**src/rtl/spi3w_pkg.sv**
```systemverilog
package spi3w_pkg;
  localparam int ADDR_W    = 6;
  localparam int DATA_W    = 8;
  localparam int RES_W     = 3;
  localparam int CMD_LEN   = ADDR_W + 2;
  localparam int FRAME_LEN = CMD_LEN + DATA_W;

  localparam logic [ADDR_W-1:0] ADR_LOOP  = ADDR_W'(0);
  localparam logic [ADDR_W-1:0] ADR_IDENT = ADDR_W'(1);
  localparam logic [ADDR_W-1:0] ADR_RES   = ADDR_W'(2);
  localparam logic [ADDR_W-1:0] ADR_CTRL  = ADDR_W'(3);

  localparam int CTRL_PM_BIT  = 0;
  localparam int CTRL_OWN_BIT = 7;

  // Control register image: only the power and ownership bits exist.
  function automatic logic [DATA_W-1:0] ctrl_word(input logic own, input logic pm);
    logic [DATA_W-1:0] w;
    w = '0;
    w[CTRL_OWN_BIT] = own;
    w[CTRL_PM_BIT]  = pm;
    return w;
  endfunction

  function automatic logic [DATA_W-1:0] res_word(input logic [RES_W-1:0] r);
    return DATA_W'(r);
  endfunction

  function automatic logic [RES_W-1:0] pick_res(input logic own,
                                                input logic [RES_W-1:0] sw,
                                                input logic [RES_W-1:0] hw);
    return own ? sw : hw;
  endfunction
endpackage

```
**src/rtl/spi3w_insync.sv**
```systemverilog
module spi3w_insync #(
  parameter int STAGES = 2
) (
  input  logic clk,
  input  logic rst_n,
  input  logic sclk_i,
  input  logic cs_n_i,
  input  logic sdi_i,
  output logic cs_idle,
  output logic sdi_s,
  output logic sck_rise,
  output logic sck_fall
);
  // bit 2 = chip select, bit 1 = serial clock, bit 0 = data
  localparam logic [2:0] IDLE_VAL = 3'b100;

  logic [2:0] stage_q [STAGES];
  logic       sck_prev_q;

  always_ff @(posedge clk or negedge rst_n) begin
    if (!rst_n) begin
      for (int i = 0; i < STAGES; i++) stage_q[i] <= IDLE_VAL;
      sck_prev_q <= 1'b0;
    end else begin
      stage_q[0] <= {cs_n_i, sclk_i, sdi_i};
      for (int i = 1; i < STAGES; i++) stage_q[i] <= stage_q[i-1];
      sck_prev_q <= stage_q[STAGES-1][1];
    end
  end

  assign cs_idle  = stage_q[STAGES-1][2];
  assign sdi_s    = stage_q[STAGES-1][0];
  assign sck_rise = stage_q[STAGES-1][1] & ~sck_prev_q;
  assign sck_fall = ~stage_q[STAGES-1][1] & sck_prev_q;
endmodule

```
**src/rtl/spi3w_frame.sv**
```systemverilog
module spi3w_frame
  import spi3w_pkg::*;
(
  input  logic              clk,
  input  logic              rst_n,
  input  logic              cs_idle,
  input  logic              sdi_s,
  input  logic              sck_rise,
  input  logic              sck_fall,
  input  logic [DATA_W-1:0] rd_data,
  output logic [ADDR_W-1:0] reg_addr,
  output logic              wr_stb,
  output logic [DATA_W-1:0] wr_data,
  output logic              rd_mode,
  output logic              sdo,
  output logic              sdo_oe
);
  localparam int CNT_W = $clog2(FRAME_LEN + 1);
  localparam logic [CNT_W-1:0] DIR_POS   = CNT_W'(ADDR_W);
  localparam logic [CNT_W-1:0] TURN_POS  = CNT_W'(CMD_LEN - 1);
  localparam logic [CNT_W-1:0] DRV_FIRST = CNT_W'(CMD_LEN);
  localparam logic [CNT_W-1:0] LAST_POS  = CNT_W'(FRAME_LEN - 1);
  localparam logic [CNT_W-1:0] DONE_POS  = CNT_W'(FRAME_LEN);

  logic [CNT_W-1:0]  bit_cnt;
  logic [DATA_W-1:0] shift_q;
  logic [DATA_W-1:0] tx_q;
  logic [ADDR_W-1:0] addr_q;
  logic              rd_q;
  logic              sdo_q;
  logic              oe_q;

  always_ff @(posedge clk or negedge rst_n) begin
    if (!rst_n) begin
      bit_cnt <= '0;
      shift_q <= '0;
      tx_q    <= '0;
      addr_q  <= '0;
      rd_q    <= 1'b0;
      sdo_q   <= 1'b0;
      oe_q    <= 1'b0;
    end else if (cs_idle) begin
      bit_cnt <= '0;
      rd_q    <= 1'b0;
      oe_q    <= 1'b0;
    end else begin
      if (sck_rise && bit_cnt != DONE_POS) begin
        bit_cnt <= bit_cnt + 1'b1;
        shift_q <= {shift_q[DATA_W-2:0], sdi_s};
        if (bit_cnt == DIR_POS) begin
          rd_q   <= sdi_s;
          addr_q <= shift_q[ADDR_W-1:0];
        end
        if (bit_cnt == TURN_POS && rd_q) tx_q <= rd_data;
      end
      if (sck_fall) begin
        if (rd_q && bit_cnt >= DRV_FIRST && bit_cnt < DONE_POS) begin
          oe_q  <= 1'b1;
          sdo_q <= tx_q[DATA_W-1];
          tx_q  <= {tx_q[DATA_W-2:0], 1'b0};
        end else begin
          oe_q <= 1'b0;
        end
      end
    end
  end

  assign reg_addr = addr_q;
  assign wr_stb   = sck_rise && !cs_idle && !rd_q && (bit_cnt == LAST_POS);
  assign wr_data  = {shift_q[DATA_W-2:0], sdi_s};
  assign rd_mode  = rd_q;
  assign sdo      = sdo_q;
  assign sdo_oe   = oe_q;
endmodule

```
**src/rtl/spi3w_regs.sv**
```systemverilog
module spi3w_regs
  import spi3w_pkg::*;
#(
  parameter logic [3:0] ID_NIB  = 4'h1,
  parameter logic [3:0] VER_NIB = 4'h3
) (
  input  logic              clk,
  input  logic              rst_n,
  input  logic              wr_stb,
  input  logic [ADDR_W-1:0] reg_addr,
  input  logic [DATA_W-1:0] wr_data,
  input  logic [RES_W-1:0]  strap_res,
  input  logic              strap_pwr,
  output logic [DATA_W-1:0] rd_data,
  output logic [RES_W-1:0]  res_code,
  output logic              pwr_on
);
  localparam logic [DATA_W-1:0] IDENT = DATA_W'({ID_NIB, VER_NIB});

  logic [DATA_W-1:0] loop_q;
  logic [RES_W-1:0]  res_sw_q;
  logic              pm_q;
  logic              own_q;

  always_ff @(posedge clk or negedge rst_n) begin
    if (!rst_n) begin
      loop_q   <= '0;
      res_sw_q <= '0;
      pm_q     <= 1'b0;
      own_q    <= 1'b0;
    end else if (wr_stb) begin
      case (reg_addr)
        ADR_LOOP: loop_q   <= wr_data;
        ADR_RES:  res_sw_q <= wr_data[RES_W-1:0];
        ADR_CTRL: begin
          own_q <= wr_data[CTRL_OWN_BIT];
          pm_q  <= wr_data[CTRL_PM_BIT];
        end
        default: ;
      endcase
    end
  end

  assign res_code = pick_res(own_q, res_sw_q, strap_res);
  assign pwr_on   = own_q ? pm_q : strap_pwr;

  always_comb begin
    case (reg_addr)
      ADR_LOOP:  rd_data = loop_q;
      ADR_IDENT: rd_data = IDENT;
      ADR_RES:   rd_data = res_word(res_code);
      ADR_CTRL:  rd_data = ctrl_word(own_q, pm_q);
      default:   rd_data = '0;
    endcase
  end
endmodule

```
**src/rtl/spi3w_regport.sv**
```systemverilog
module spi3w_regport
  import spi3w_pkg::*;
#(
  parameter int         SYNC_STAGES = 2,
  parameter logic [3:0] ID_NIB      = 4'h1,
  parameter logic [3:0] VER_NIB     = 4'h3
) (
  input  logic             clk,
  input  logic             rst_n,
  input  logic             sclk,
  input  logic             cs_n,
  input  logic             sdi,
  output logic             sdo,
  output logic             sdo_oe,
  input  logic [RES_W-1:0] strap_res,
  input  logic             strap_pwr,
  output logic [RES_W-1:0] res_code,
  output logic             pwr_on
);
  logic              cs_idle;
  logic              sdi_s;
  logic              sck_rise;
  logic              sck_fall;
  logic [ADDR_W-1:0] reg_addr;
  logic              wr_stb;
  logic [DATA_W-1:0] wr_data;
  logic [DATA_W-1:0] rd_data;
  logic              rd_mode;

  spi3w_insync #(.STAGES(SYNC_STAGES)) u_sync (
    .clk(clk), .rst_n(rst_n), .sclk_i(sclk), .cs_n_i(cs_n), .sdi_i(sdi),
    .cs_idle(cs_idle), .sdi_s(sdi_s), .sck_rise(sck_rise), .sck_fall(sck_fall)
  );

  spi3w_frame u_frame (
    .clk(clk), .rst_n(rst_n), .cs_idle(cs_idle), .sdi_s(sdi_s),
    .sck_rise(sck_rise), .sck_fall(sck_fall), .rd_data(rd_data),
    .reg_addr(reg_addr), .wr_stb(wr_stb), .wr_data(wr_data),
    .rd_mode(rd_mode), .sdo(sdo), .sdo_oe(sdo_oe)
  );

  spi3w_regs #(.ID_NIB(ID_NIB), .VER_NIB(VER_NIB)) u_regs (
    .clk(clk), .rst_n(rst_n), .wr_stb(wr_stb), .reg_addr(reg_addr),
    .wr_data(wr_data), .strap_res(strap_res), .strap_pwr(strap_pwr),
    .rd_data(rd_data), .res_code(res_code), .pwr_on(pwr_on)
  );
endmodule

```
**config.mk**
```make
export PLATFORM = sky130hd
export DESIGN_NAME = spi3w_regport
export DESIGN_NICKNAME = d
export VERILOG_FILES = /design/src/rtl/spi3w_pkg.sv /design/src/rtl/spi3w_insync.sv /design/src/rtl/spi3w_frame.sv /design/src/rtl/spi3w_regs.sv /design/src/rtl/spi3w_regport.sv
export SDC_FILE = /design/constraint.sdc
export NUM_CORES = 1
export LEC_CHECK = 0
export BUFFER_PORTS_ARGS = -buffer_cell sky130_fd_sc_hd__clkbuf_2
export CORE_MARGIN = 2
export CORE_UTILIZATION = 31
export CTS_CLUSTER_SIZE = 14
export DETAILED_ROUTE_END_ITERATION = 10
export MAX_ROUTING_LAYER = met4
export SLEW_MARGIN = 20
export SYNTH_ARGS = -nofsm -noshare
export SYNTH_HDL_FRONTEND = slang
export SYNTH_SLANG_ARGS = --single-unit
```
**constraint.sdc**
```tcl
create_clock -name clk -period 2.2 [get_ports clk]
set_input_delay 0.33 -clock clk [delete_from_list [all_inputs] [get_ports clk]]
set_output_delay 0.33 -clock clk [all_outputs]
set_load 0.03 [all_outputs]
```
# Yosys cells after proc, flatten, opt, wreduce, memory -nomap -nowiden
# Cells that the tools add are included.
# Widths: inputs -> output; s select.
# word_totals
regBits	49
inputBits	9
out_inout_bits	6
elab_cells	64
# classes
addsub	1
n_lt_le_gt_ge	2
eq_ne	7
muxes	15
bitwise_logic	5
reduce_logical	20
# op_table
op	n
$mux 8	4
$pmux 8 s4	1
$eq 6x2->1 const B	2
$eq 5x3->1 const B	2
$mux 5	2
$reduce_and 2->1	5
$logic_and 1x1->1	7
$mux 1	7
$eq 6x1->1 const B	1
$logic_not 6->1	1
$reduce_and 3->1	2
$reduce_bool 2->1	3
$add 5x1->5 const B	1
$eq 5x4->1 const B	1
$ge 5x4->1 const B	1
$lt 5x5->1 const B	1
$ne 5x5->1 const B	1
$mux 3	1
$not 1->1	3
$and 1x1->1	2
$logic_not 1->1	2

# Longest topological paths before layout
# depth
word_depth	6
mapped_depth	6
mapped_depth_nobuf	6

# Modules after synthesis
# From an unflattened synthesis, not the netlist that was laid out.
# unflattened
hier_cells	198
hier_area_um2	2358.5
# by_module_without_submodules
mod	n_inst	cells_each	area_per_inst_um2
spi3w_frame	1	135	1481.4
spi3w_regs	1	54	684.4
spi3w_insync	1	9	192.7

# Worst setup path before layout
# No wires, ideal clock.
# synth_timing
path_type	register to register
from	reg u_frame.addr_q[3] (netlist: u_frame.reg_addr[3])
to	reg u_regs.own_q
setup_ps	127
arrival_time_ps	1709
slack_ps	363
stages_incl_launch_ff	5
period_less_slack_ps	1837
path_cell_list	dfrtp_1 -> or4_4 -> nor4b_4 -> and3_1 -> mux2_1
# synth_between
elab_chain_cells	2
# synth_rtl
element	line_no	text
from (decl)	spi3w_frame.sv:28	logic [ADDR_W-1:0] addr_q;
from (signal assigned)	spi3w_frame.sv:52	addr_q <= shift_q[ADDR_W-1:0];
$eq 6x2->1	spi3w_regs.sv:32	case (reg_addr)
$reduce_and 2->1 (no source line)	--	
to (signal assigned)	spi3w_regs.sv:36	own_q <= wr_data[CTRL_OWN_BIT];
to (decl)	spi3w_regs.sv:23	logic own_q;
# Every way passes these cells.
# A chain may end at the register's enable or synchronous reset.

# Final worst setup path
# layout_timing
from	reg u_sync.sck_prev_q
to	reg u_regs.own_q
# layout_between
elab_chain_cells	6
# layout_rtl
element	line_no	text
from (decl)	spi3w_insync.sv:18	logic sck_prev_q;
from (signal assigned)	spi3w_insync.sv:27	sck_prev_q <= stage_q[STAGES-1][1];
$not 1->1	spi3w_insync.sv:33	assign sck_rise = stage_q[STAGES-1][1] & ~sck_prev_q;
$and 1x1->1	spi3w_insync.sv:33	
$logic_and 1x1->1 (3 in series)	spi3w_frame.sv:69	assign wr_stb = sck_rise && !cs_idle && !rd_q && (bit_cnt == LAST_POS);
$reduce_and 2->1 (no source line)	--	
# Every way passes these cells.

==> run metrics <==
share of cells above drive strength 1=0.276; vias=roughly 1300; first-pass GRT wire length=around 7.0 mm; cell type of the slowest stage on the worst timing path=sky130_fd_sc_hd__or3b_1; cell family contributing the most delay on the critical path=simple AND/OR/NAND/NOR gates; final-report setup violation count=0; crit path capture type=flip-flop; Worst setup SP type=flip-flop; transition time at the pin with the least slew margin=around 0.58 ns; DP HPWL=around 3.0 mm; CTS H-tree depth=2; cell taking the most area after synthesis=sky130_fd_sc_hd__dfrtp_1; worst-case register-to-register setup slack=around 0.24 ns; TritonCTS clock tree=built; Antenna Violating Nets Remaining=0; count of unresolved DRC violations after routing=0; data arrival at the endpoint of the critical path=2.16 ns; worst clock skew=about 0.015 ns; combined area of all synthesized cells=2200 um^2; critical path class=flip-flop to flip-flop; M2 GR Usage=0.178; count of max-cap constraint violations=0; antenna diode count=0; area of the core=between 6000 and 7000 um^2; clock root buffer=sky130_fd_sc_hd__clkbuf_8; total number of clock tree sinks=49; worst-path fanout max=5; Crit Reg-Reg Endpoint=u_regs.own_q; TritonCTS buffer count=5; fraction of synthesized cell area in xor and xnor cells=0.0120; fraction of post-synthesis cell area in the top cell type by area=0.535; peak per-stage delay on the critical path=0.50 ns; Hold Worst Slack=0.00414 ns; worst min-delay path category=input pin to async pin; GPL Wtd Cong=about 0.77; RSZ-0062 raised after global routing=no; drt first-iter violations=slightly below 90; fraction of the yosys area taken by sequential cells=0.559; Avg Cell Area, Syn=~13 um^2; cell-by-cell trace of the critical path=or3b_1 -> nor4b_4 -> and3_1 -> mux2_1; initial antenna violation count=0; critical path buffer and inverter count=0; count of hold-fix buffers inserted at cts=0; Worst slew margin=0.610; status=finished, final reports clean; routed length per placed instance=14.1 um; synth-to-layout area growth=14.3%; Clk Latency, worst-skew pair=0.31 ns; vias in the first global route=1382; Synth Net Count=about 180; worst reg2reg path startpoint=u_sync.sck_prev_q; Synth Area in Compound Gates=0.0729; setup ws final=between 0.2 and 0.25 ns; cell count of the worst reg-to-reg path=4; die extent in y=slightly below 90 um; power per unit of standard cell area=between 600 and 700 nW/um^2; required time of the critical path=around 2.4 ns; floorplan die area=between 7000 and 8000 um^2; met3 Usage GRT=0.0364; boundary pin count=15; cells taking the most area after synthesis=sky130_fd_sc_hd__dfrtp_1, sky130_fd_sc_hd__mux2_1, sky130_fd_sc_hd__mux2_2; number of I/O port buffers=14; width of the die=slightly below 90 um; final wirelength=about 4.0 mm; warnings from Yosys=0; post-DR vias/cell=4.60; final-layout fill cell count=around 690; starting density of the core=0.322; fraction of met1 tracks used by global routing=0.165; global-route usage over all layers=0.122; row count=30; number of enable-type register cells in the synthesized netlist=0; Peak Freq=0.511 GHz; main combinational cell family by area after synthesis=multiplexers; Post-Synth Adder-Cell Area=0.0228; first-pass iteration count of the detailed router=4; Placement Setup Slack=~0.25 ns; post-synthesis sequential element count=49; Clock Pin Slew Worst Setup and Hold Paths=0.10 ns; dominant synthesized flop cell=sky130_fd_sc_hd__dfrtp_1; count of different cell masters after synthesis=43; final cell utilization of the core=0.368; most utilized layer in the global route result=met2; share of the clock period used by the worst path after layout=0.889; setup bufs post-CTS=0; final hold viol count=0; Max Root-Sink Buffers=2; simple logic cell fraction of the synthesized area=0.143; number of instances resized during post-cts repair=0; Placed Area=~2400 um^2; post-route cell area=2510 um^2; proportion of synthesized area in mux cells=0.168; final sum of negative setup slack=0 ns; Overflow after GRT=0; number of nets at the end of the flow=slightly above 200; static leakage power=~1.2 nW; synthesized netlist cell count=roughly 170; maximum vdd ir drop=between 0.2 and 0.25 mV; shortest period the worst path allows=roughly 2.0 ns; number of slew-limit violations in the final report=0; pin count of the biggest net entering global routing=29; share of synthesized flip-flops with an asynchronous set or reset=1.00
worst max path at each step:
stage / from / end / slack [ns] / cells past startpoint
floorplan: u_frame.reg_addr[3] / u_regs.own_q / 0.36 / 4
global placement: u_frame.reg_addr[3] / u_regs.pm_q / 0.28 / 4
detailed placement: u_sync.sck_prev_q / u_regs.pm_q / 0.25 / 4
CTS: u_sync.sck_prev_q / u_regs.pm_q / 0.23 / 4
global route: u_frame.bit_cnt[1] / u_regs.pm_q / 0.12 / 6
finish: u_sync.sck_prev_q / u_regs.own_q / 0.24 / 4
cell usage after synthesis (3+ instances only):
cell,number
sky130_fd_sc_hd__mux2_2,12
sky130_fd_sc_hd__nor3_1,4
sky130_fd_sc_hd__nor2_1,10
sky130_fd_sc_hd__nand2_1,6
sky130_fd_sc_hd__inv_1,8
sky130_fd_sc_hd__ha_1,4
sky130_fd_sc_hd__dfrtp_1,47
sky130_fd_sc_hd__a22oi_1,3
sky130_fd_sc_hd__and3_1,3
sky130_fd_sc_hd__a221o_1,5
sky130_fd_sc_hd__nor2b_1,4
sky130_fd_sc_hd__or3_1,3
sky130_fd_sc_hd__mux2_1,19
per-layer routing:
metal  vias to the layer above  part of all wire
met5                         -                 0
met1                       654              0.50
li1                        656                 -
met2                        11              0.45
met3                         5             0.028
met4                         0             0.013
flip-flops by register name (all words and copies together) (netlist names), 3 cells and up:
name              count
u_frame.reg_addr      6
u_regs.res_sw_q       3
u_regs.loop_q         8
u_frame.tx_q          8
u_sync.stage_q        4
u_frame.bit_cnt       5
u_frame.shift_q       7
cell type report:
type                    count  area (um^2)  share of cell area
flip-flops and latches     49         1230               0.489
multi-input cells         108          920               0.366
repair buffers             19          120              0.0478
well taps                  96          120              0.0478
clock buffers               5         68.8              0.0274
inverters                   8         30.0              0.0119
clock inverters             3         26.3              0.0105
power by group:
part           switching [mW]  internal [mW]  total [mW]
Combinational          0.0597         0.0686       0.128
Sequential             0.0657          0.965        1.03
Clock                   0.325          0.232       0.556
cells by family after synthesis:
| logic type | count (synthesis) |
|---|---|
| flip-flops | 49 |
| AO/OA/AOI/OAI | 20 |
| multiplexers | 33 |
| XOR/XNOR | 3 |
| AND/OR/NAND/NOR | 48 |
| adder cells (fa/ha/maj) | 4 |
| buffers and inverters | 12 |
metrics by stage:
stage / power (mW) / instances
after floorplan: 1.11 / 169
after global placement: 1.18 / 280
after detailed placement: 1.18 / 280
after CTS: 1.74 / 288
after global routing: 1.81 / 288
final: 1.72 / 288
layout by cell type, fill, tap and decap left out, drive strengths merged:
cell,count
dfrtp,47
mux2,31
clkbuf,19
nor2,10
inv,9
nand2,7
a221o,5
buf,5
and3,5
nor2b,4
nor3,4
ha,4
or3,3
a22oi,3
or4,3
and4bb,2
xnor2,2
a21o,2
mux2i,2
nor3b,2
o21ai,2
a21oi,2
clkinvlp,2
dfstp,2
or3b,2
nor4,2
or2b,1
nor4b,1
o22ai,1
o21bai,1
a21boi,1
nand2b,1
o221a,1
nand4,1
xor2,1
o2bb2ai,1
a211oi,1
Note: power is estimated with default switching activity, not from simulation.
